### src/rtl/pwm_fault_pkg.sv
package pwm_fault_pkg;
   localparam int            REG_W     = 16;
   localparam int            ADDR_W    = 4;
   localparam int            RD_W      = 32;
   localparam int            RAW_LSB   = 16;
   localparam logic [3:0]    A_POL     = 4'd0;
   localparam logic [3:0]    A_FILT    = 4'd1;
   localparam logic [3:0]    A_MODE    = 4'd2;
   localparam logic [3:0]    A_CLR     = 4'd3;
   localparam logic [3:0]    A_STAT    = 4'd4;
   localparam logic [3:0]    A_SAFE_H  = 4'd5;
   localparam logic [3:0]    A_SAFE_L  = 4'd6;
   localparam logic [3:0]    A_MASK0   = 4'd8;
endpackage

### src/rtl/pfg_fault_cond.sv
module pfg_fault_cond #(
   parameter int SYNC_STAGES = 2,
   parameter bit HAS_FILTER  = 1'b1
) (
   input  logic clk,
   input  logic rst_n,
   input  logic fault_pin,
   input  logic pol,
   input  logic filt_en,
   input  logic latch_mode,
   input  logic clr_req,
   output logic active
);
   logic lvl;
   logic cond;
   logic lat_q;

   if (SYNC_STAGES < 2) begin : g_bad_sync
      $error("SYNC_STAGES must be at least 2");
   end

   assign lvl = (fault_pin == pol);

   if (HAS_FILTER) begin : g_filt
      logic [SYNC_STAGES:0] chain;
      logic                 flt_q;

      always_ff @(posedge clk or negedge rst_n) begin
         if (!rst_n) begin
            chain <= '0;
            flt_q <= 1'b0;
         end else begin
            chain <= {chain[SYNC_STAGES-1:0], lvl};
            if (chain[SYNC_STAGES] == chain[SYNC_STAGES-1])
               flt_q <= chain[SYNC_STAGES-1];
         end
      end

      assign cond = filt_en ? flt_q : lvl;


      flt_stable_chk: assert property (@(posedge clk) disable iff (!rst_n)
         (flt_q != $past(flt_q)) |-> ($past(chain[SYNC_STAGES]) == $past(chain[SYNC_STAGES-1])));
   end else begin : g_nofilt
      assign cond = lvl;
   end

   always_ff @(posedge clk or negedge rst_n) begin
      if (!rst_n)           lat_q <= 1'b0;
      else if (!latch_mode) lat_q <= 1'b0;
      else if (cond)        lat_q <= 1'b1;
      else if (clr_req)     lat_q <= 1'b0;
   end

   assign active = cond | lat_q;


   lat_hold_chk: assert property (@(posedge clk) disable iff (!rst_n)
      (lat_q && latch_mode && !clr_req) |=> lat_q);


   clr_ignored_chk: assert property (@(posedge clk) disable iff (!rst_n)
      (latch_mode && cond && clr_req) |=> lat_q);
endmodule

### src/rtl/pfg_chan_force.sv
module pfg_chan_force #(
   parameter int NF = 6
) (
   input  logic          clk,
   input  logic          rst_n,
   input  logic          chan_on,
   input  logic [NF-1:0] fault_mask,
   input  logic [NF-1:0] fault_act,
   input  logic          safe_h,
   input  logic          safe_l,
   input  logic          ovr_h,
   input  logic          ovr_l,
   output logic          out_h,
   output logic          out_l,
   output logic          cnt_rst
);
   logic trig;
   logic trig_q;

   assign trig  = chan_on & (|(fault_mask & fault_act));
   assign out_h = trig ? safe_h : ovr_h;
   assign out_l = trig ? safe_l : ovr_l;

   always_ff @(posedge clk or negedge rst_n) begin
      if (!rst_n) begin
         trig_q  <= 1'b0;
         cnt_rst <= 1'b0;
      end else begin
         trig_q  <= trig;
         cnt_rst <= trig & ~trig_q;
      end
   end


   cnt_pulse_chk: assert property (@(posedge clk) disable iff (!rst_n)
      cnt_rst |=> !cnt_rst);


   cnt_entry_chk: assert property (@(posedge clk) disable iff (!rst_n)
      cnt_rst |-> $past(trig));


   off_pass_chk: assert property (@(posedge clk) disable iff (!rst_n)
      !chan_on |-> (out_h == ovr_h && out_l == ovr_l));
endmodule

### src/rtl/pwm_fault_guard.sv
module pwm_fault_guard
   import pwm_fault_pkg::*;
#(
   parameter int NUM_FAULTS     = 6,
   parameter int NUM_CH         = 4,
   parameter int SYNC_STAGES    = 2,
   parameter bit FILTER_PRESENT = 1'b1
) (
   input  logic                  clk,
   input  logic                  rst_n,
   input  logic [NUM_FAULTS-1:0] fault_in,
   input  logic [NUM_CH-1:0]     chan_en,
   input  logic [NUM_CH-1:0]     chan_sync,
   input  logic [NUM_CH-1:0]     ovr_h,
   input  logic [NUM_CH-1:0]     ovr_l,
   input  logic                  wr_en,
   input  logic [ADDR_W-1:0]     wr_addr,
   input  logic [REG_W-1:0]      wr_data,
   input  logic [ADDR_W-1:0]     rd_addr,
   output logic [RD_W-1:0]       rd_data,
   output logic [NUM_CH-1:0]     pwm_h,
   output logic [NUM_CH-1:0]     pwm_l,
   output logic [NUM_CH-1:0]     cnt_rst
);
   localparam int NF = NUM_FAULTS;

   if (NUM_FAULTS < 1 || NUM_FAULTS > REG_W) begin : g_bad_nf
      $error("NUM_FAULTS must be between 1 and 16");
   end
   if (NUM_CH < 1 || NUM_CH > 8) begin : g_bad_nch
      $error("NUM_CH must be between 1 and 8");
   end

   logic [REG_W-1:0] pol_q, filt_q, mode_q, safe_h_q, safe_l_q;
   logic [REG_W-1:0] mask_q [NUM_CH];
   logic [NF-1:0]    clr_vec;
   logic [NF-1:0]    active;

   assign clr_vec = (wr_en && wr_addr == A_CLR) ? wr_data[NF-1:0] : '0;

   always_ff @(posedge clk or negedge rst_n) begin
      if (!rst_n) begin
         pol_q    <= '0;
         filt_q   <= '0;
         mode_q   <= '0;
         safe_h_q <= '0;
         safe_l_q <= '0;
         for (int c = 0; c < NUM_CH; c++) mask_q[c] <= '0;
      end else if (wr_en) begin
         case (wr_addr)
            A_POL:    pol_q    <= wr_data;
            A_FILT:   filt_q   <= wr_data;
            A_MODE:   mode_q   <= wr_data;
            A_SAFE_H: safe_h_q <= wr_data;
            A_SAFE_L: safe_l_q <= wr_data;
            default: ;
         endcase
         for (int c = 0; c < NUM_CH; c++)
            if (wr_addr == 4'(A_MASK0 + c)) mask_q[c] <= wr_data;
      end
   end

   for (genvar f = 0; f < NF; f++) begin : g_fault
      pfg_fault_cond #(
         .SYNC_STAGES (SYNC_STAGES),
         .HAS_FILTER  (FILTER_PRESENT)
      ) u_cond (
         .clk        (clk),
         .rst_n      (rst_n),
         .fault_pin  (fault_in[f]),
         .pol        (pol_q[f]),
         .filt_en    (filt_q[f]),
         .latch_mode (mode_q[f]),
         .clr_req    (clr_vec[f]),
         .active     (active[f])
      );
   end

   for (genvar c = 0; c < NUM_CH; c++) begin : g_chan
      logic [NF-1:0] eff_mask;
      assign eff_mask = chan_sync[c] ? mask_q[0][NF-1:0] : mask_q[c][NF-1:0];

      pfg_chan_force #(.NF(NF)) u_force (
         .clk        (clk),
         .rst_n      (rst_n),
         .chan_on    (chan_en[c]),
         .fault_mask (eff_mask),
         .fault_act  (active),
         .safe_h     (safe_h_q[c]),
         .safe_l     (safe_l_q[c]),
         .ovr_h      (ovr_h[c]),
         .ovr_l      (ovr_l[c]),
         .out_h      (pwm_h[c]),
         .out_l      (pwm_l[c]),
         .cnt_rst    (cnt_rst[c])
      );
   end

   always_comb begin
      rd_data = '0;
      case (rd_addr)
         A_POL:    rd_data[REG_W-1:0] = pol_q;
         A_FILT:   rd_data[REG_W-1:0] = filt_q;
         A_MODE:   rd_data[REG_W-1:0] = mode_q;
         A_SAFE_H: rd_data[REG_W-1:0] = safe_h_q;
         A_SAFE_L: rd_data[REG_W-1:0] = safe_l_q;
         A_STAT: begin
            rd_data[NF-1:0]         = active;
            rd_data[RAW_LSB +: NF]  = fault_in;
         end
         default: ;
      endcase
      for (int c = 0; c < NUM_CH; c++)
         if (rd_addr == 4'(A_MASK0 + c)) rd_data[REG_W-1:0] = mask_q[c];
   end


   clr_reads_zero_chk: assert property (@(posedge clk) disable iff (!rst_n)
      (rd_addr == A_CLR) |-> (rd_data == '0));
endmodule

### config.mk
export PLATFORM = sky130hd
export DESIGN_NAME = pwm_fault_guard
export DESIGN_NICKNAME = d
export VERILOG_FILES = /design/src/rtl/pwm_fault_pkg.sv /design/src/rtl/pfg_fault_cond.sv /design/src/rtl/pfg_chan_force.sv /design/src/rtl/pwm_fault_guard.sv
export SDC_FILE = /design/constraint.sdc
export NUM_CORES = 1
export LEC_CHECK = 0
export BUFFER_PORTS_ARGS = -buffer_cell sky130_fd_sc_hd__buf_2
export CAP_MARGIN = 20
export CORE_MARGIN = 3
export CORE_UTILIZATION = 40
export CTS_CLUSTER_DIAMETER = 60
export DETAILED_ROUTE_END_ITERATION = 7
export PLACE_DENSITY = 0.7
export RECOVER_POWER = 100
export SYNTH_ARGS = -nofsm -noshare
export SYNTH_HDL_FRONTEND = slang
export SYNTH_SLANG_ARGS = --single-unit
### constraint.sdc
create_clock -name clk -period 4.4 [get_ports clk]
set_input_delay 0.44 -clock clk [delete_from_list [all_inputs] [get_ports clk]]
set_output_delay 0.44 -clock clk [all_outputs]
set_load 0.1 [all_outputs]
[Word-level counts from Yosys, hierarchy flattened]
Cells that the tools add are included.
Operators by class
  muxes and demuxes: 43
  bitwise operators: 22
  reductions and logical operators: 16
  equality and inequality tests: 36
Operators by type and width (number)
  $mux W16: 4
  $pmux W10 S5: 1
  $pmux W6 S6: 1
  $eq A4 B4 Y1 const B: 8
  $mux W1: 32
  $mux W6: 5
  $and A6 B6 Y6: 4
  $reduce_or A6 Y1: 4
  $eq A4 B3 Y1 const B: 5
  $ne A3 B1 Y1 const B: 6
  $reduce_and A2 Y1: 9
  $eq A1 B1 Y1: 12
  $eq A4 B2 Y1 const B: 3
  $and A1 B1 Y1: 8
  $eq A4 B1 Y1 const B: 2
  $logic_not A4 Y1: 2
  $or A1 B1 Y1: 6
  $not A1 Y1: 4
  $logic_and A1 B1 Y1: 1
Storage, ports and cells
  output and inout port bits: 44
  word-level logic and storage cells: 152
  bits in registers: 182

[Logic depth before layout (Yosys ltp)]
Gate-level depths: netlist (run 1).
  word-level depth: 8
  gate-level depth with buffers: 8

[Hierarchy]
Synthesis (run 1) repeated with hierarchy kept, for this count alone.
Unflattened totals
  cell total of the unflattened synthesis: 719
  area total of the unflattened synthesis: 8918.6 µm²
By module, submodules not included
  pwm_fault_guard: sequential area each 3603.5 µm², area each 7231.9 µm², instances 1, cells an instance 591
  pfg_fault_cond: sequential area each 125.1 µm², area each 190.2 µm², instances 6, cells an instance 14
  pfg_chan_force: sequential area each 50.0 µm², area each 136.4 µm², instances 4, cells an instance 11

[Least setup slack after synthesis (run 1)]
Ideal clock, no wire load.
  kind: in2out
  from: in rd_addr[2]
  to: out rd_data[1]
  path slack: 0.445 ns
  arrival time: 3.515 ns
  path buffers: 2
  cell stages on the path: 6
  cells stage by stage: buf_2 or2_2 clkbuf_1 o32ai_1 a2111oi_0 o21ai_0
Between the ends
  word-level cells in the longest chain between the ends: 6
  elaborated cells between the ends (all ways): 15
Ends and longest elaborated chain
  start: declaration: RTL line pwm_fault_guard.sv:19  | input logic [ADDR_W-1:0] rd_addr,
  $eq A4 B3 Y1, or another cell as far along: RTL line pwm_fault_guard.sv:101  | case (rd_addr)
  $pmux W6 S6: RTL line pwm_fault_guard.sv:101
  $mux W16 (3 in series): RTL line pwm_fault_guard.sv:114  | if (rd_addr == 4'(A_MASK0 + c)) rd_data[REG_W-1:0] = mask_q[c];
  $mux W16 *: RTL line pwm_fault_guard.sv:114
  end: declaration: RTL line pwm_fault_guard.sv:20  | output logic [RD_W-1:0] rd_data,
Mark *: on every way between the ends. The rest lies on a longest branch, timed or not.

[Worst setup path in the final report (run 1)]
  from: reg pol_q[3]
  to: out pwm_l[1]
Between the ends
  word-level cells in the longest chain between the ends: 7
Ends and longest elaborated chain
  start: declaration: RTL line pwm_fault_guard.sv:34  | logic [REG_W-1:0] pol_q, filt_q, mode_q, safe_h_q, safe_l_q;
  start signal: assignment: RTL line pwm_fault_guard.sv:51  | A_POL: pol_q <= wr_data;
  $eq A1 B1 Y1: RTL line pfg_fault_cond.sv:22  | assign lvl = (fault_pin == pol);
  $mux W1: RTL line pfg_fault_cond.sv:39  | assign cond = filt_en ? flt_q : lvl;
  $or A1 B1 Y1: RTL line pfg_fault_cond.sv:55  | assign active = cond | lat_q;
  $and A6 B6 Y6: RTL line pfg_chan_force.sv:20  | assign trig = chan_on & (|(fault_mask & fault_act));
  $reduce_or A6 Y1: RTL line pfg_chan_force.sv:20
  $and A1 B1 Y1: RTL line pfg_chan_force.sv:20
  net g_chan[1].u_force.trig: RTL line pfg_chan_force.sv:17  | logic trig;
  $mux W1: RTL line pfg_chan_force.sv:22  | assign out_l = trig ? safe_l : ovr_l;
  end: declaration: RTL line pwm_fault_guard.sv:22  | output logic [NUM_CH-1:0] pwm_l,
The timed path passes the listed nets, and every way through them passes these cells.

==> results.cfg, run 1 <==
[run_status]
status = complete, but fails checks
violations = max-capacitance violations, max-slew violations

[sta]
rsz0062_at_grt = no
fin_ws_ns = 0.484
hold_viol = 0
fin_setup_tns_ns = 0
timing.hold.ws_ns = 0.243
timing.final.crit_period_ns = 3.92
fin_worst_skew_ns = 0.00661
post-route-period-util_pct = 89.0
setup_violations = 0
slew_headroom_pct = -60.7
fmax_mhz = 255
tightest_slew_ns = 2.41
maxSlewViolCount = 42

[layout]
final_area_mm2 = 0.00992
areaGrowthSynthToFinish_pct = 12.6
final_nets = 849
diodes = 0
fillerInstances = 1975
drive_above_1_share_pct = 33.3

[worst_setup_path]
path_class = flop to primary output
cp-end-kind = primary output
cpPeakStageDelay_ns = 0.86
cp_max_fo = 5
critical_path_arrival_ns = 3.48
start_kind = flop
worstPathRequired_ns = 3.96
startpoint = pol_q[3]
slowest_stage = clkbuf_1
path_cells = xor2_1 -> o21ai_0 -> a22oi_1 -> a31oi_1 -> mux2_2 -> clkbuf_1
r2r-start = pol_q[3]

[power_and_ir_drop]
power.internal_mw = 3.53
ir_worst_vdd_uv = 288
seqPwrFrac_pct = 43.8
combPwrFrac_pct = 26.9
p_total_mw = 5.44
power.density_mw_per_mm2 = 548
switching_power_mw = 1.91
pwr-share-clk_pct = 29.3
swShare_pct = 35.1
power_leakage_nw = 4.32

[synthesis]
ys_seq_area_share_pct = 51.7
yosys-top-cells-area = dfrtp_1 52%, mux2_2 21%, mux2i_1 2.8%
ys_ff_latch = 182
async_flop_share_pct = 100
synth_edf_count = 0
synth.top_cells.by_count = 182 x dfrtp_1, 162 x mux2_2, 52 x nor2_1
synth.largest_area_cell = dfrtp_1
avgSynthCellArea_um2 = 11.9
syn-instance-count = 742
synthFlopType = dfrtp_1
synth_cell_types = 48
synth_top_area_share_pct = 51.7
synthesis.area_mm2 = 0.00881
synth.most_common_cell = dfrtp_1
yosysWarnings = 0

[drt]
wire_per_inst_um = 20.3
totalWireLength_mm = 22.1
ant_nets = 0
vias_per_cell = 5.61
dr.pass1.iters = 5
first_iter_violations = 378
vias = 6105
remaining_drc_errors = 0

[clocking]
cts_buffers = 17
clkSinkCount = 182
worst_skew_pair.late_latency_ns = 0.43
root_buffer = clkbuf_16
htree_num_levels = 4
cts.path.max_buffers = 2
clk_pin_slew_worst_paths_ns = 0.07
cts_tree = yes

[grt]
gr-total-overflow = 0
grt_antenna_before_repair = 0
grt_pass1_wl_mm = 35.0
grt_max_degree = 117
track_usage_pct = 18.7
grt_pass1_vias = 6275

[worst_hold_path]
min_path_type = input port to flop
worstHoldStart = chan_en[3]

[place]
dp_hpwl_mm = 14.3
post-place-ws_ns = 1.01
place.gp.congestion = 0.890
postPlaceCellArea_mm2 = 0.00936
portBuffers = 81

[floorplan]
ioPinCount = 93
die_y_um = 154
die_x_um = 154
die_area_mm2 = 0.0238
coreArea_mm2 = 0.0214
placementRows = 53
start_util_pct = 41.2

[run]
cap_violations = 1
==> power groups by stage <==
stage / Clock, mW / Combinational [mW] / Sequential, mW
floorplan: 0 / 1.26 / 2.31
detailed placement: 0 / 1.48 / 2.41
global placement: 0 / 1.46 / 2.39
CTS: 1.63 / 1.49 / 2.38
finish: 1.60 / 1.46 / 2.38
global route: 1.71 / 1.56 / 2.44
==> through the flow <==
stage,utilization [%],cells
detailed placement,43.8,1054
global route,46.5,1088
global placement,43.8,1054
CTS,46.7,1086
floorplan,-,751
finish,46.5,1088
==> layout make-up <==
cell class | instances | area, µm² | share of cell area, %
Inverter | 12 | 45.0 | 0.454
Clock buffer | 18 | 429 | 4.33
Tap cell | 275 | 344 | 3.47
Clock inverter | 14 | 186 | 1.88
Sequential cell | 182 | 4550 | 45.9
Timing Repair Buffer | 97 | 515 | 5.20
Multi-Input combinational cell | 490 | 3850 | 38.8
==> logic make-up (layout without fill, tap and decap cells) <==
group / after synthesis / count (layout) / synth area share (%)
other cells: 1 / 10 / 0.0426
mux: 189 / 189 / 23.9
xor+xnor: 6 / 6 / 0.682
compound gates: 133 / 133 / 10.1
simple gates: 146 / 146 / 8.23
flops: 182 / 182 / 51.7
buf+inv: 79 / 141 / 4.62
fa+ha+maj: 6 / 6 / 0.682
==> worst max-delay path: cells and delay by family, from the launching register on <==
| family | cells | cell delay [ns] |
|---|---|---|
| AOI/OAI and AO/OA | 3 | 1.34 |
| buffers and inverters | 1 | 0.86 |
| DFF | 1 | 0.42 |
| xor gates and xnor gates | 1 | 0.22 |
| muxes | 1 | 0.21 |
==> timing repair <==
action                                  CTS  global route
hold buffers                              0             1
hold endpoints to repair                  0            41
endpoints found under the setup margin    0             0
buffers inserted                          0             0
resized for setup                         0             0
==> sequential cells by signal, indices dropped and copies added, names as in the netlist <==
name,cells
g_chan.u_force.cnt_rst,4
g_fault.u_cond.g_filt.chain,18
g_fault.u_cond.g_filt.flt_q,6
g_fault.u_cond.lat_q,6
g_chan.u_force.trig_q,4
mode_q,16
safe_l_q,16
safe_h_q,16
filt_q,16
mask_q,58
g_chan.eff_mask,6
pol_q,16
==> per-layer routing <==
metal	track usage, %	up-vias	wire (µm)	part of all wire [%]
met5	0	-	0	0
met4	5.80	0	409	1.9
met3	4.03	28	1320	6.0
met2	29.4	199	10400	47
met1	26.1	3114	9960	45
li1	-	2764	-	-
==> layout by cell type, fill, tap and decap left out, types with 4 or more instances in the layout <==
master	synthesis	routed
a21oi_1	26	26
inv_1	12	12
and2_1	6	6
mux2_2	162	162
nand3b_1	6	6
nand3_1	4	4
and3_1	4	4
nor2b_1	10	10
nand2_1	36	36
clkbuf_16	0	17
a2111oi_0	9	9
o32ai_1	4	4
a22oi_1	22	22
nor2_1	52	52
clkbuf_1	22	27
conb_1	1	10
buf_4	22	8
nor3b_1	8	8
dfrtp_1	182	182
clkbuf_2	0	10
mux2i_1	25	25
inv_6	0	4
o22ai_1	5	5
nand2b_1	9	9
a211oi_1	5	5
buf_2	22	50
a221oi_1	7	7
maj3_1	6	6
xor2_1	5	6
o21ai_0	36	37
==> final timing paths <==
kind / to / cells past startpoint / slack [ns]
max in group asynchronous: filt_q[9] / 4 / 1.47
min reg2reg: g_fault[5].u_cond.g_filt.chain[1] / 0 / 0.35
min in group asynchronous: g_fault[1].u_cond.g_filt.flt_q / 2 / 1.29
max reg2reg: g_chan[0].u_force.trig_q / 5 / 2.11
min: g_chan[3].u_force.cnt_rst / 3 / 0.24
max: pwm_l[1] / 6 / 0.48
Note: power is estimated with default switching activity, not from simulation.
==> run 2, diff against run 1 <==
CORE_MARGIN = 4   (was 3)
CTS_CLUSTER_SIZE = 16   (was not set)
==> results.cfg, run 2 (same netlist as run 1, synthesis figures left out) <==
[layout]
layout_commonest_cell = dfrtp_1
areaGrowthSynthToFinish_pct = 11.9
reg_top3 = mask_q (58), g_fault.u_cond.g_filt.chain (18)
final_core_util_pct = 45.3
diodes = 0
final_nets = 851
final_cell_mix = 182 x dfrtp_1, 162 x mux2_2, 52 x nor2_1
drive_above_1_share_pct = 32.7
largest_reg_flops = 58
fillerInstances = 2001
largest-register = mask_q
stdcell_count = 1094

[grt]
grt_pass1_wl_mm = 34.1
track_usage_pct = 18.1
grt_antenna_before_repair = 0
grt_max_degree = 105
gr-total-overflow = 0
grt_pass1_vias = 6092

[worst_setup_path]
start_kind = input port
timing.rr.end = g_chan[3].u_force.trig_q
rr_worst_depth = 4
critical_path_arrival_ns = 3.27
cp_max_fo = 27
r2r-start = pol_q[3]
path_class = input port to primary output
ff2ff_setup_slack_ns = 2.17
worstPathRequired_ns = 3.96
cp-end-kind = primary output

[place]
dp_cells = 1062
place.gp.congestion = 0.894
dp_hpwl_mm = 14.4
portBuffers = 81

[sta]
fmax_mhz = 269
setup_violations = 0
rsz0062_at_grt = no
post-route-period-util_pct = 84.3
hold_viol = 0
maxSlewViolCount = 104
fin_setup_tns_ns = 0
tightest_slew_ns = 2.57
slew_headroom_pct = -71.1
fin_worst_skew_ns = 0.00679
timing.final.crit_period_ns = 3.71
timing.hold.ws_ns = 0.240

[clocking]
cts_buffers = 17
cts_hold_buf = 0
cts_setup_buffers = 0
clk_pin_slew_worst_paths_ns = 0.07
cts_tree = yes
cts.path.max_buffers = 2
htree_num_levels = 4
cts-resized-gates = 0
clkSinkCount = 182
worst_skew_pair.late_latency_ns = 0.43
root_buffer = clkbuf_16

[power_and_ir_drop]
switching_power_mw = 1.87
power.internal_mw = 3.44
power_leakage_nw = 4.27
pwr-share-clk_pct = 27.8
ir_worst_vdd_uv = 250
p_total_mw = 5.31
swShare_pct = 35.2
power.density_mw_per_mm2 = 538
combPwrFrac_pct = 27.4
seqPwrFrac_pct = 44.7

[run_status]
status = complete, but fails checks
violations = max-capacitance violations, max-slew violations

[floorplan]
die_x_um = 156
die_area_mm2 = 0.0245
coreArea_mm2 = 0.0218
start_util_pct = 40.5
placementRows = 54
die_y_um = 156
ioPinCount = 93

[drt]
first_iter_violations = 514
ant_nets = 0
vias_per_cell = 5.58
remaining_drc_errors = 0
dr.pass1.iters = 5
vias = 6100
totalWireLength_mm = 21.7
wire_per_inst_um = 19.9

[worst_hold_path]
min_path_type = input port to flop
min_to = g_chan[3].u_force.cnt_rst
hold_depth = 3
worstHoldStart = chan_en[3]

[run]
cap_violations = 1
-- run 2: cell count changes in the layout (fill, tap and decap cells not counted), sizes merged --
cell	before	now
buf	60	63
bufinv	3	1
clkbuf	54	57
clkinv	1	3
clkinvlp	3	4
dlygate4sd3	1	0
inv	19	14
-- run 2: area by class of cell --
cell class | count | area, µm² | area share [%]
tap | 280 | 350 | 3.55
clock inverter | 10 | 96.3 | 0.977
sequential | 182 | 4550 | 46.2
multi-input combinational | 490 | 3850 | 39.0
timing repair buffer | 99 | 497 | 5.04
inverter | 12 | 45.0 | 0.457
clock buffer | 21 | 470 | 4.77
-- run 2: worst max-delay path by stage --
stage | start | cells after the start | endpoint | slack, ns
6_report | rd_addr[0] | 6 | rd_data[3] | 0.69
3_5_place_dp | rd_addr[0] | 6 | rd_data[3] | 1.22
2_1_floorplan | rd_addr[2] | 6 | rd_data[1] | 0.44
5_1_grt | pol_q[3] | 6 | pwm_l[3] | 0.54
4_1_cts | pol_q[3] | 6 | pwm_l[3] | 1.13
3_3_place_gp | rd_addr[3] | 7 | rd_data[4] | 1.20
-- run 2: power by group through the flow --
| stage | clock, mW | combinational [mW] | sequential, mW |
|---|---|---|---|
| 2_1_floorplan | 0 | 1.26 | 2.31 |
| 3_3_place_gp | 0 | 1.46 | 2.38 |
| 3_5_place_dp | 0 | 1.49 | 2.40 |
| 4_1_cts | 1.50 | 1.50 | 2.37 |
| 5_1_grt | 1.57 | 1.56 | 2.43 |
| 6_report | 1.48 | 1.45 | 2.37 |
-- run 2: through the flow --
step	instance area, µm²	worst slack [ns]
final	9860	0.689
after global routing	9860	0.538
after CTS	9950	1.13
after detailed placement	9390	1.22
after global placement	9390	1.20
after floorplan	8840	0.445
-- run 2: critical path, cell delays in order --
cell and delay, ns:
buf_2 0.45, nand2_1 0.56, o32ai_1 0.36, a221oi_1 0.09, o21ai_0 0.44, clkbuf_1 0.91
-- run 2: routing by layer --
layer  track usage (%)  part of all wire (%)
met1              24.0                    43
met2              29.3                    48
met3              3.95                   6.7
met4              6.57                   1.7
met5                 0                     0
